`src/rtl/sram_ctrl_pkg.sv`:
```
package sram_ctrl_pkg;

  typedef enum logic [2:0] {
    ST_IDLE    = 3'd0,
    ST_WSETUP  = 3'd1,
    ST_WPULSE  = 3'd2,
    ST_WRECOV  = 3'd3,
    ST_RACCESS = 3'd4,
    ST_RTURN   = 3'd5
  } ctrl_state_e;

  // nanoseconds to whole clock cycles, rounded up, never below one
  function automatic int unsigned ns_to_cycles(input int unsigned ns,
                                               input int unsigned period_ns);
    int unsigned c;
    c = (ns + period_ns - 1) / period_ns;
    if (c == 0) c = 1;
    return c;
  endfunction

  function automatic int unsigned umax(input int unsigned a, input int unsigned b);
    return (a > b) ? a : b;
  endfunction

endpackage

```
`src/rtl/sram_phase_timer.sv`:
```
module sram_phase_timer #(
  parameter int CNT_W = 4
) (
  input  logic             clk,
  input  logic             rst_n,
  input  logic             load,
  input  logic [CNT_W-1:0] load_val,
  output logic             done
);

  logic [CNT_W-1:0] cnt_q, cnt_d;

  always_comb begin
    cnt_d = cnt_q;
    if (load)              cnt_d = load_val;
    else if (cnt_q != '0)  cnt_d = cnt_q - 1'b1;
  end

  always_ff @(posedge clk or negedge rst_n) begin
    if (!rst_n) cnt_q <= '0;
    else        cnt_q <= cnt_d;
  end

  assign done = (cnt_q == '0);

endmodule

```
`src/rtl/sram_seq_fsm.sv`:
```
module sram_seq_fsm
  import sram_ctrl_pkg::*;
#(
  parameter int CNT_W   = 4,
  parameter int WP_CYC  = 9,
  parameter int REC_CYC = 4,
  parameter int RD_CYC  = 14,
  parameter int TA_CYC  = 8
) (
  input  logic             clk,
  input  logic             rst_n,
  input  logic             req_valid,
  input  logic             req_write,
  input  logic             timer_done,
  output ctrl_state_e      state_q,
  output logic             accept,
  output logic             load,
  output logic [CNT_W-1:0] load_val,
  output logic             capture
);

  ctrl_state_e state_d;

  always_comb begin
    state_d  = state_q;
    accept   = 1'b0;
    load     = 1'b0;
    load_val = '0;
    capture  = 1'b0;
    unique case (state_q)
      ST_IDLE: begin
        if (req_valid) begin
          accept = 1'b1;
          load   = 1'b1;
          if (req_write) begin
            state_d = ST_WSETUP;
          end else begin
            state_d  = ST_RACCESS;
            load_val = CNT_W'(RD_CYC - 1);
          end
        end
      end
      ST_WSETUP: begin
        state_d  = ST_WPULSE;
        load     = 1'b1;
        load_val = CNT_W'(WP_CYC - 1);
      end
      ST_WPULSE: begin
        if (timer_done) begin
          state_d  = ST_WRECOV;
          load     = 1'b1;
          load_val = CNT_W'(REC_CYC - 1);
        end
      end
      ST_WRECOV: begin
        if (timer_done) state_d = ST_IDLE;
      end
      ST_RACCESS: begin
        if (timer_done) begin
          capture  = 1'b1;
          state_d  = ST_RTURN;
          load     = 1'b1;
          load_val = CNT_W'(TA_CYC - 1);
        end
      end
      ST_RTURN: begin
        if (timer_done) state_d = ST_IDLE;
      end
      default: state_d = ST_IDLE;
    endcase
  end

  always_ff @(posedge clk or negedge rst_n) begin
    if (!rst_n) state_q <= ST_IDLE;
    else        state_q <= state_d;
  end

endmodule

```
`src/rtl/sram_rdata_reg.sv`:
```
module sram_rdata_reg #(
  parameter int DATA_W = 8
) (
  input  logic              clk,
  input  logic              rst_n,
  input  logic              capture,
  input  logic [DATA_W-1:0] dq_in,
  output logic [DATA_W-1:0] rdata,
  output logic              valid
);

  always_ff @(posedge clk or negedge rst_n) begin
    if (!rst_n) begin
      rdata <= '0;
      valid <= 1'b0;
    end else begin
      valid <= capture;
      if (capture) rdata <= dq_in;
    end
  end

endmodule

```
`src/rtl/sram_async_ctrl.sv`:
```
module sram_async_ctrl
  import sram_ctrl_pkg::*;
#(
  parameter int CLK_PERIOD_NS = 4,
  parameter bit FAST_GRADE    = 1'b1,
  parameter int ADDR_W        = 17,
  parameter int DATA_W        = 8
) (
  input  logic              clk,
  input  logic              rst_n,
  input  logic              req_valid,
  output logic              req_ready,
  input  logic              req_write,
  input  logic [ADDR_W-1:0] req_addr,
  input  logic [DATA_W-1:0] req_wdata,
  output logic              rsp_valid,
  output logic [DATA_W-1:0] rsp_rdata,
  output logic [ADDR_W-1:0] sram_addr,
  output logic              sram_ce_n,
  output logic              sram_ce,
  output logic              sram_we_n,
  output logic              sram_oe_n,
  output logic [DATA_W-1:0] sram_dq_out,
  output logic              sram_dq_oe,
  input  logic [DATA_W-1:0] sram_dq_in
);

  localparam int unsigned PULSE_NS   = FAST_GRADE ? 35 : 50;
  localparam int unsigned WCYCLE_NS  = FAST_GRADE ? 55 : 70;
  localparam int unsigned ACCESS_NS  = FAST_GRADE ? 55 : 70;
  localparam int unsigned OEVALID_NS = FAST_GRADE ? 30 : 40;
  localparam int unsigned RELEASE_NS = FAST_GRADE ? 30 : 35;

  localparam int WP_CYC  = int'(ns_to_cycles(PULSE_NS, CLK_PERIOD_NS));
  localparam int WC_CYC  = int'(ns_to_cycles(WCYCLE_NS, CLK_PERIOD_NS));
  localparam int RD_CYC  = int'(ns_to_cycles(umax(ACCESS_NS, OEVALID_NS), CLK_PERIOD_NS));
  localparam int TA_CYC  = int'(ns_to_cycles(RELEASE_NS, CLK_PERIOD_NS));
  localparam int REC_CYC = (WC_CYC > WP_CYC + 1) ? (WC_CYC - WP_CYC - 1) : 1;
  localparam int MAX_CYC = int'(umax(umax(WP_CYC, REC_CYC), umax(RD_CYC, TA_CYC)));
  localparam int CNT_W   = $clog2(MAX_CYC + 1);

  // asynchronous assert, synchronous release
  logic [1:0] rst_sync_q;
  logic       rst_n_int;

  always_ff @(posedge clk or negedge rst_n) begin
    if (!rst_n) rst_sync_q <= 2'b00;
    else        rst_sync_q <= {rst_sync_q[0], 1'b1};
  end
  assign rst_n_int = rst_sync_q[1];

  ctrl_state_e      state_q;
  logic             accept, load, capture, timer_done;
  logic [CNT_W-1:0] load_val;

  sram_seq_fsm #(
    .CNT_W  (CNT_W),
    .WP_CYC (WP_CYC),
    .REC_CYC(REC_CYC),
    .RD_CYC (RD_CYC),
    .TA_CYC (TA_CYC)
  ) u_fsm (
    .clk       (clk),
    .rst_n     (rst_n_int),
    .req_valid (req_valid),
    .req_write (req_write),
    .timer_done(timer_done),
    .state_q   (state_q),
    .accept    (accept),
    .load      (load),
    .load_val  (load_val),
    .capture   (capture)
  );

  sram_phase_timer #(.CNT_W(CNT_W)) u_timer (
    .clk     (clk),
    .rst_n   (rst_n_int),
    .load    (load),
    .load_val(load_val),
    .done    (timer_done)
  );

  sram_rdata_reg #(.DATA_W(DATA_W)) u_rdata (
    .clk    (clk),
    .rst_n  (rst_n_int),
    .capture(capture),
    .dq_in  (sram_dq_in),
    .rdata  (rsp_rdata),
    .valid  (rsp_valid)
  );

  // request latch, loaded only on acceptance (write strobe is high in idle)
  logic [ADDR_W-1:0] addr_q;
  logic [DATA_W-1:0] wdata_q;

  always_ff @(posedge clk or negedge rst_n_int) begin
    if (!rst_n_int) begin
      addr_q  <= '0;
      wdata_q <= '0;
    end else if (accept) begin
      addr_q  <= req_addr;
      wdata_q <= req_wdata;
    end
  end

  logic selected;

  always_comb begin
    selected   = 1'b0;
    sram_we_n  = 1'b1;
    sram_oe_n  = 1'b1;
    sram_dq_oe = 1'b0;
    unique case (state_q)
      ST_WSETUP:  begin selected = 1'b1; sram_dq_oe = 1'b1; end
      ST_WPULSE:  begin selected = 1'b1; sram_dq_oe = 1'b1; sram_we_n = 1'b0; end
      ST_WRECOV:  begin selected = 1'b1; end
      ST_RACCESS: begin selected = 1'b1; sram_oe_n = 1'b0; end
      default:    begin selected = 1'b0; end
    endcase
  end

  assign sram_ce     = selected;
  assign sram_ce_n   = ~selected;
  assign sram_addr   = addr_q;
  assign sram_dq_out = wdata_q;
  assign req_ready   = (state_q == ST_IDLE);

endmodule

```
`config.mk`:
```
export PLATFORM = sky130hd
export DESIGN_NAME = sram_async_ctrl
export DESIGN_NICKNAME = d
export VERILOG_FILES = /design/src/rtl/sram_ctrl_pkg.sv /design/src/rtl/sram_phase_timer.sv /design/src/rtl/sram_seq_fsm.sv /design/src/rtl/sram_rdata_reg.sv /design/src/rtl/sram_async_ctrl.sv
export SDC_FILE = /design/constraint.sdc
export NUM_CORES = 1
export LEC_CHECK = 0
export BUFFER_PORTS_ARGS = -buffer_cell sky130_fd_sc_hd__buf_2
export CORE_MARGIN = 1
export CORE_UTILIZATION = 44
export CTS_BUF_LIST = sky130_fd_sc_hd__clkbuf_2
export DETAILED_ROUTE_END_ITERATION = 10
export PLACE_DENSITY = 0.78
export SLEW_MARGIN = 20
export SYNTH_ARGS = -nofsm -noshare
export SYNTH_HDL_FRONTEND = slang
export SYNTH_SLANG_ARGS = --single-unit
```
`constraint.sdc`:
```
create_clock -name clk -period 1.2 [get_ports clk]
set_input_delay 0.12 -clock clk [delete_from_list [all_inputs] [get_ports clk]]
set_output_delay 0.12 -clock clk [all_outputs]
set_load 0.01 [all_outputs]
```
==> impl_summary.log, run 1 <==
INFO  metric status = finished with violations
INFO  metric failed_checks = negative setup slack
INFO  metric dieWidth = roughly 66 um
INFO  metric vias_in_the_first_global_route = 1767
INFO  metric route.detailed.drc = 0
INFO  metric share_of_the_yosys_chip_area_belonging_to_registers = 59.8%
INFO  metric worst_hold_check_slack = about 0.13 ns
INFO  metric ys_types = 31
INFO  metric critPathLaunch = u_timer.cnt_q[0]$_DFFE_PN0P_
INFO  metric timing.critical_path.cells = inv_2, ha_4, or3b_4, or3_4, buf_6, a31oi_4
INFO  metric core_footprint = around 0.0038 sq mm
INFO  metric synthesis.area_per_instance = 13.9 sq um
INFO  metric grt_max_degree = 23
INFO  metric path_max_fanout = 3
INFO  metric cp-start-kind = flip-flop
INFO  metric clkLatencyLatePin = 0.42 ns
INFO  metric mappedNetlistArea = between 0.0015 and 0.002 sq mm
INFO  metric critical_path.reg2reg.startpoint = u_timer.cnt_q[0]$_DFFE_PN0P_
INFO  metric syn_nets = roughly 170
INFO  metric drt_first_pass_iters = 4
INFO  metric final_common_cell = sky130_fd_sc_hd__buf_2
INFO  metric setup-violations-final = 47
INFO  metric gr_util_all_layers = approximately 28%
INFO  metric setup.worst_path.end_class = flip-flop
INFO  metric setup_slack = -0.566 ns
INFO  metric starting_drc_count_in_detailed_routing = 71
INFO  metric die_height = 65.9 um
INFO  metric floorplan.die_area = 0.00435 sq mm
INFO  metric count_of_flip_flops_with_a_built_in_enable_after_synthesis = 0
INFO  metric overflow = 0
INFO  metric final_hold_viol_count = 0
INFO  metric power_per_cell_area = ~2500 mW/mm^2
INFO  metric worst_hold_path_type = input port to flip-flop
INFO  metric setup.reg_to_reg.worst_slack = -0.57 ns
INFO  metric tritoncts_num_sinks = 43
INFO  metric synth-warning-count = 0
INFO  metric numCtsBuffers = 5
INFO  metric tritoncts_clock_tree = yes
INFO  metric finalPower = between 0.008 and 0.009 W
INFO  metric clockRootBuffer = sky130_fd_sc_hd__clkbuf_2
INFO  metric netlist_instances = about 130
INFO  metric cpPeakStageDelay = 0.45 ns
INFO  metric cap_violations = 0
INFO  metric antenna-diode-count = 0
INFO  metric worst-endpoint-arrival = 2.11 ns
INFO  metric layout_common_cells = 74 x sky130_fd_sc_hd__buf_2, 41 x sky130_fd_sc_hd__dfrtp_1, 36 x sky130_fd_sc_hd__dlygate4sd3_1
INFO  metric detailedPlacementHpwl = between 2 and 3 mm
INFO  metric cts-root-to-sink-buffers = 2
INFO  metric area.growth.synth_to_final = 82.3%
INFO  metric placementRows = 22
INFO  metric drt-total-wl = a little over 6 mm
INFO  metric routed_via_density = 5.09
INFO  metric starting_density = a little under half
INFO  metric hold_path_startpoint = req_valid
INFO  metric rsz0062_at_grt = true
INFO  metric upper_clock_frequency_limit = 566 MHz
INFO  metric via_count = 1701
INFO  metric htree_num_levels = 2
INFO  metric fin_crit_sh = 147%
INFO  metric cp_slowest_cell = sky130_fd_sc_hd__dfrtp_1
INFO  metric path_clk_slew = between 0.2 and 0.25 ns
INFO  metric routedWlPerCell = about 18 um
INFO  metric nets = approximately 320
INFO  metric antenna_found_initial = 0
INFO  metric io_buffer_count = 76
INFO  metric crit_required = around 1.6 ns
INFO  metric share_of_cells_above_drive_strength_1 = between 60% and 70%
INFO  metric grt_pass1_wl = between 8 and 9 mm
INFO  metric vdd_ir_drop_max = between 1.5 and 2 mV
INFO  metric postSynth.topFlopCell = sky130_fd_sc_hd__dfrtp_1
INFO  metric slew_violations = 0
INFO  metric synth_seq_cells = 43
INFO  metric leakage = around 1.6 nW
INFO  metric asyncSetResetFlopFracSynth = 100%
INFO  metric timing.clock.skew = 0.0185 ns
INFO  metric gp_congestion = a little over 0.8
INFO  metric design.portCount = 77
INFO  metric timing.final.crit_period = roughly 1.8 ns
INFO  metric ant_nets = 0
INFO  metric path_class = flip-flop to flip-flop
[state kept, by name (all words and copies together), names as in the netlist]
register and flops:
u_rdata.valid 1, u_fsm.state_q 3, u_timer.cnt_q 4, u_rdata.rdata 8, sram_addr 17, sram_dq_out 8, rst_sync_q 2
[Yosys cell counts, drive strengths merged (2+ instances only)]
master	n	area share, %
dfrtp	43	60
nor3b	2	1.1
inv	5	1.0
buf	5	2.2
nand2	6	1.3
o21ai	2	0.56
or3	2	0.97
nor2	5	1.0
ha	2	1.4
xnor2	5	2.4
a21oi	2	0.56
mux2	33	21
a22oi	2	0.83
nor3	3	1.1
[routing by layer]
layer  share of wire, %  track usage (%)  wire length, um
met2                 54             51.7             3290
met4                3.4             9.24              210
met3                6.1             7.41              374
met5                  0                0                0
met1                 37             30.8             2230
[power breakdown]
group          leakage [nW]  switching [W]  internal [W]
sequential            0.506       0.000421       0.00215
combinational          1.09        0.00214       0.00284
clock                0.0306       0.000491      0.000151
total                  1.62        0.00305       0.00514
[metrics by stage]
stage          area [sq um]  setup TNS, ns  cells  utilization (%)  setup WS, ns
3_5_place_dp           2390         -13.23    269             63.0        -0.502
6_report               3280         -18.85    334             86.3        -0.566
3_3_place_gp           2390         -12.08    269             63.0        -0.464
2_1_floorplan          1820         -14.05    129                -        -0.524
5_1_grt                3280         -21.57    334             86.3        -0.612
4_1_cts                3120         -18.42    327             82.1        -0.495
[final timing paths]
path	to	depth (start not counted)
setup / recovery	u_timer.cnt_q[2]$_DFFE_PN0P_	6
hold / removal	u_fsm.state_q[2]$_DFFE_PN0P_	4
setup reg to reg	u_timer.cnt_q[2]$_DFFE_PN0P_	6
hold reg to reg	sram_addr[7]$_DFFE_PN0P_	1
max in group asynchronous	rst_sync_q[1]$_DFF_PN0_	3
min in group asynchronous	sram_addr[7]$_DFFE_PN0P_	1
[repair_timing]
action	in CTS	in global routing
gates cloned	3	1
resized for setup	37	35
hold buffers	36	0
setup endpoints to repair	47	47
pin swaps	5	12
hold endpoints to repair	37	0
setup buffers	12	12
[cell families after synthesis]
kind of cell | after synthesis | share of synthesized area [%]
flops | 43 | 59.8
mux | 33 | 20.7
simple gates | 22 | 7.38
compound gates | 11 | 4.11
buf+inv | 11 | 3.48
xor+xnor | 6 | 2.92
fa+ha+maj | 2 | 1.39
other cells | 1 | 0.209
[final cells by class]
| cell class | count | area (sq um) |
|---|---|---|
| timing repair buffer | 154 | 1170 |
| fill | 183 | 520 |
| clock buffer | 6 | 30.0 |
| sequential | 43 | 1080 |
| inverter | 5 | 18.8 |
| tap | 48 | 60.1 |
| multi-input combinational | 76 | 905 |
| clock inverter | 2 | 12.5 |
[critical path, delay by kind of cell (launching register included)]
family | cells | cell delay (ns)
buf+inv | 2 | 0.23
compound gates | 1 | 0.18
fa+ha+maj | 1 | 0.13
flops | 1 | 0.45
simple gates | 2 | 0.72
(Power assumes the default switching activity.)
==> run 2, diff against run 1 <==
--- a/config.mk
+++ b/config.mk
@@ -7,11 +7,12 @@
 export LEC_CHECK = 0
 export BUFFER_PORTS_ARGS = -buffer_cell sky130_fd_sc_hd__buf_2
 export CORE_MARGIN = 1
-export CORE_UTILIZATION = 44
+export CORE_UTILIZATION = 45
 export CTS_BUF_LIST = sky130_fd_sc_hd__clkbuf_2
 export DETAILED_ROUTE_END_ITERATION = 10
-export PLACE_DENSITY = 0.78
+export PLACE_DENSITY = 0.77
 export SLEW_MARGIN = 20
 export SYNTH_ARGS = -nofsm -noshare
 export SYNTH_HDL_FRONTEND = slang
+export SYNTH_HIERARCHICAL = 1
 export SYNTH_SLANG_ARGS = --single-unit
==> impl_summary.log, run 2 <==
INFO  metric synthXorXnorAreaFrac = 2.61% (-0.31 points)
INFO  metric setup.worst_path.end_class = primary output
INFO  metric adder_and_majority_gate_portion_of_the_synthesized_area = 0.622% (-0.77 points)
INFO  metric via_count = 1670 (-1.8%)
INFO  metric drt-total-wl = 6.05 mm (-0.95%)
INFO  metric antenna-diode-count = 0 (unchanged)
INFO  metric ant_nets = 0 (unchanged)
INFO  metric count_of_flip_flops_with_a_built_in_enable_after_synthesis = 0 (unchanged)
INFO  metric worst_hold_path_type = input port to flip-flop
INFO  metric syn_nets = 174 (+3.6%)
INFO  metric utilization = 80.9% (-5.4 points)
INFO  metric netlist.top_cell.by_area = sky130_fd_sc_hd__dfrtp_1
INFO  metric setup-violations-final = 47 (unchanged)
INFO  metric post-synth-top-count-cell = sky130_fd_sc_hd__dfrtp_1
INFO  metric mappedNetlistArea = 0.00201 sq mm (+12%)
INFO  metric leakage = 1.65 nW (+1.8%)
INFO  metric power.switching = 0.00332 W (+9.0%)
INFO  metric finalPower = 0.00904 W (+10%)
INFO  metric layout_common_cells = 76 x sky130_fd_sc_hd__buf_2, 39 x sky130_fd_sc_hd__dfrtp_1, 36 x sky130_fd_sc_hd__dlygate4sd3_1
INFO  metric nets = 329 (+1.5%)
INFO  metric clockRootBuffer = sky130_fd_sc_hd__clkbuf_2
INFO  metric path_clk_slew = 0.20 ns (about the same)
INFO  metric placementRows = 23 (+4.5%)
INFO  metric overflow = 0 (unchanged)
INFO  metric netlist_instances = 136 (+5.4%)
INFO  metric post_synth_and_or_nand_nor_area_fraction = 7.90% (+0.53 points)
INFO  metric share_of_the_yosys_chip_area_belonging_to_registers = 53.5% (-6.3 points)
INFO  metric routed_via_density = 4.88 (-4.1%)
INFO  metric timing.clock.skew = 0.0191 ns (+0.000601 ns)
INFO  metric asyncSetResetFlopFracSynth = 100% (unchanged)
INFO  metric die_height = 68.8 um (+4.4%)
INFO  metric setup_slack = -0.581 ns (-0.0144 ns)
INFO  metric final_hold_viol_count = 0 (unchanged)
INFO  metric numCtsBuffers = 5 (unchanged)
INFO  metric sequential_cell_fraction_of_total_power = 28.6% (-2.7 points)
INFO  metric cap_violations = 0 (unchanged)
INFO  metric grt_pass1_wl = 7.93 mm (-9.0%)
INFO  metric antenna_found_initial = 0 (unchanged)
INFO  metric upper_clock_frequency_limit = 562 MHz (-0.81%)
INFO  metric synth.top_cell.area_share = 53.5% (-6.3 points)
INFO  metric power.internal = 0.00571 W (+11%)
INFO  metric power_per_cell_area = 2700 mW/mm^2 (+7.9%)
INFO  metric largest_reg_flops = 17 (unchanged)
INFO  metric gr_util_all_layers = 23.9% (-4.2 points)
INFO  metric post_synth_mux_area_share = 25.3% (+4.6 points)
INFO  metric dieWidth = 68.8 um (+4.4%)
INFO  metric tritoncts_num_sinks = 43 (unchanged)
INFO  metric crit_buf_inv = 3 (+1)
INFO  metric slew_violations = 0 (unchanged)
INFO  metric synth_seq_cells = 43 (unchanged)
INFO  metric gp_congestion = 0.775 (-4.0%)
INFO  metric io_buffer_count = 76 (unchanged)
INFO  metric fillCellCount = 242 (+32%)
INFO  metric area.growth.synth_to_final = 66.7%
INFO  metric synth.area.top_cells = sky130_fd_sc_hd__dfrtp_1 54%, sky130_fd_sc_hd__mux2_4 21%, sky130_fd_sc_hd__mux2_2 3.4%
INFO  metric status = finished with violations
INFO  metric path_max_fanout = 3 (unchanged)
INFO  metric share_of_cells_above_drive_strength_1 = 64.7% (+0.74 points)
INFO  metric drt_first_pass_iters = 4 (unchanged)
INFO  metric fin_crit_sh = 148% (+1.2 points)
INFO  metric grt_max_degree = 42 (+83%)
INFO  metric path_class = flip-flop to primary output
INFO  metric routedWlPerCell = 17.7 um (-3.3%)
INFO  metric postSynth.topFlopCell = sky130_fd_sc_hd__dfrtp_1
INFO  metric clkLatencyLatePin = 0.42 ns (about the same)
INFO  metric setup-tns-final = -20.58 ns (-1.73 ns)
INFO  metric vdd_ir_drop_max = 1.86 mV (+6.3%)
INFO  metric rsz0062_at_grt = true
INFO  metric synth.cells.most_frequent = 43 x sky130_fd_sc_hd__dfrtp_1, 28 x sky130_fd_sc_hd__mux2_4, 6 x sky130_fd_sc_hd__mux2_2
INFO  metric vias_in_the_first_global_route = 1682 (-4.8%)
INFO  metric crit_required = 1.08 ns (-0.47 ns)
INFO  metric synth-warning-count = 6 (+6)
INFO  metric route.detailed.drc = 0 (unchanged)
INFO  metric synth_compound_gate_area_share = 4.98% (+0.87 points)
INFO  metric core_footprint = 0.00414 sq mm (+9.1%)
INFO  metric cpPeakStageDelay = 0.47 ns (+0.02 ns)
INFO  metric detailedPlacementHpwl = 2.80 mm (+5.3%)
INFO  metric htree_num_levels = 2 (unchanged)
INFO  metric timing.final.crit_period = 1.78 ns (+0.0144 ns)
INFO  metric share_comb_of_total_power = 64.4% (+3.6 points)
INFO  metric ys_types = 35 (+13%)
INFO  metric cts-root-to-sink-buffers = 2 (unchanged)
INFO  metric cp-start-kind = flip-flop
INFO  metric synthesis.area_per_instance = 14.8 sq um (+6.1%)
INFO  metric final_common_cell = sky130_fd_sc_hd__buf_2
INFO  metric starting_density = 48.5% (+1.2 points)
INFO  metric worst-endpoint-arrival = 1.66 ns (-0.45 ns)
INFO  metric tritoncts_clock_tree = yes
INFO  metric floorplan.die_area = 0.00474 sq mm (+9.1%)
INFO  metric path_delay_family = flip-flops
INFO  metric timing.critical_path.cells = buf_6, buf_8, nor2_4, xor2_1, buf_2
INFO  metric power_frac_clock = 7.0% (-0.8 points)
INFO  metric cp_slowest_cell = sky130_fd_sc_hd__dfrtp_2
INFO  metric failed_checks = negative setup slack
INFO  metric design.portCount = 77 (unchanged)
INFO  metric starting_drc_count_in_detailed_routing = 84 (+18%)
INFO  metric combinational_family_with_the_most_area_after_synthesis = multiplexers
INFO  metric sw_frac_of_total = 36.8% (-0.46 points)
## run 2: final cells by class
| type | count | area (sq um) | share of cell area [%] |
|---|---|---|---|
| tap | 50 | 62.6 | 1.87 |
| sequential | 43 | 1080 | 32.3 |
| inverter | 2 | 7.51 | 0.224 |
| timing repair buffer | 157 | 1200 | 35.9 |
| multi-input combinational | 82 | 956 | 28.5 |
| clock buffer | 6 | 30.0 | 0.896 |
| clock inverter | 2 | 12.5 | 0.373 |
## run 2: cells by family (layout without fill, tap and decap cells)
group,count (synthesis),in the layout
AOI/OAI and AO/OA,13,13
and+or+nand+nor,25,25
muxes,36,36
buffers and inverters,11,167
other,1,1
xor gates and xnor gates,6,6
DFF,43,43
adders and majority gates,1,1
## run 2: tightest hold or removal path: stages
cell,delay (ns)
sky130_fd_sc_hd__buf_2,0.14
sky130_fd_sc_hd__or3b_2,0.20
sky130_fd_sc_hd__a21oi_2,0.05
## run 2: metal layers
layer	track usage [%]	vias to the layer above	share of wire [%]
li1	-	782	-
met1	27.3	820	40
met2	43.0	59	53
met3	5.26	9	5.3
met4	9.18	0	1.3
met5	0	-	0
## run 2: stage by stage
| stage | hold WS (ns) | std cells | area [sq um] | setup slack (ns) |
|---|---|---|---|---|
| floorplan | -0.176 | 136 | 2070 | -0.685 |
| global placement | -0.0921 | 271 | 2570 | -0.458 |
| detailed placement | -0.0888 | 271 | 2570 | -0.520 |
| CTS | 0.0775 | 331 | 3200 | -0.531 |
| global route | 0.0583 | 342 | 3350 | -0.734 |
| finish | 0.101 | 342 | 3350 | -0.581 |
## run 2: path summary, 6_finish.rpt
kind | start | cells after the start | slack, ns | end
setup / recovery | u_fsm/state_q[1]$_DFFE_PN0P_ | 5 | -0.58 | sram_ce_n
hold / removal | req_valid | 3 | 0.10 | u_fsm/state_q[2]$_DFFE_PN0P_
setup reg to reg | u_timer/cnt_q[0]$_DFFE_PN0P_ | 7 | -0.56 | u_rdata/rdata[0]$_DFFE_PN0P_
hold reg to reg | rst_sync_q[1]$_DFF_PN0_ | 1 | 0.25 | u_fsm/state_q[0]$_DFFE_PN0P_
max in group asynchronous | rst_n | 3 | 0.56 | rst_sync_q[1]$_DFF_PN0_
min in group asynchronous | rst_sync_q[1]$_DFF_PN0_ | 1 | 0.25 | u_fsm/state_q[0]$_DFFE_PN0P_
## run 2: power by group through the flow
stage               registers, W  clock network [W]  logic, W
global placement         0.00256                  0   0.00413
detailed placement       0.00257                  0   0.00422
floorplan                0.00283                  0   0.00262
global route             0.00265           0.000710   0.00616
finish                   0.00258           0.000635   0.00582
CTS                      0.00252           0.000646   0.00510
## run 2: timing repair
item | CTS | global route
hold buffers | 36 | 0
pin swaps | 9 | 11
endpoints found under the hold margin | 37 | 0
setup endpoints to repair | 47 | 48
gates resized for setup | 20 | 15
setup buffers | 13 | 13
gates cloned | 3 | 1
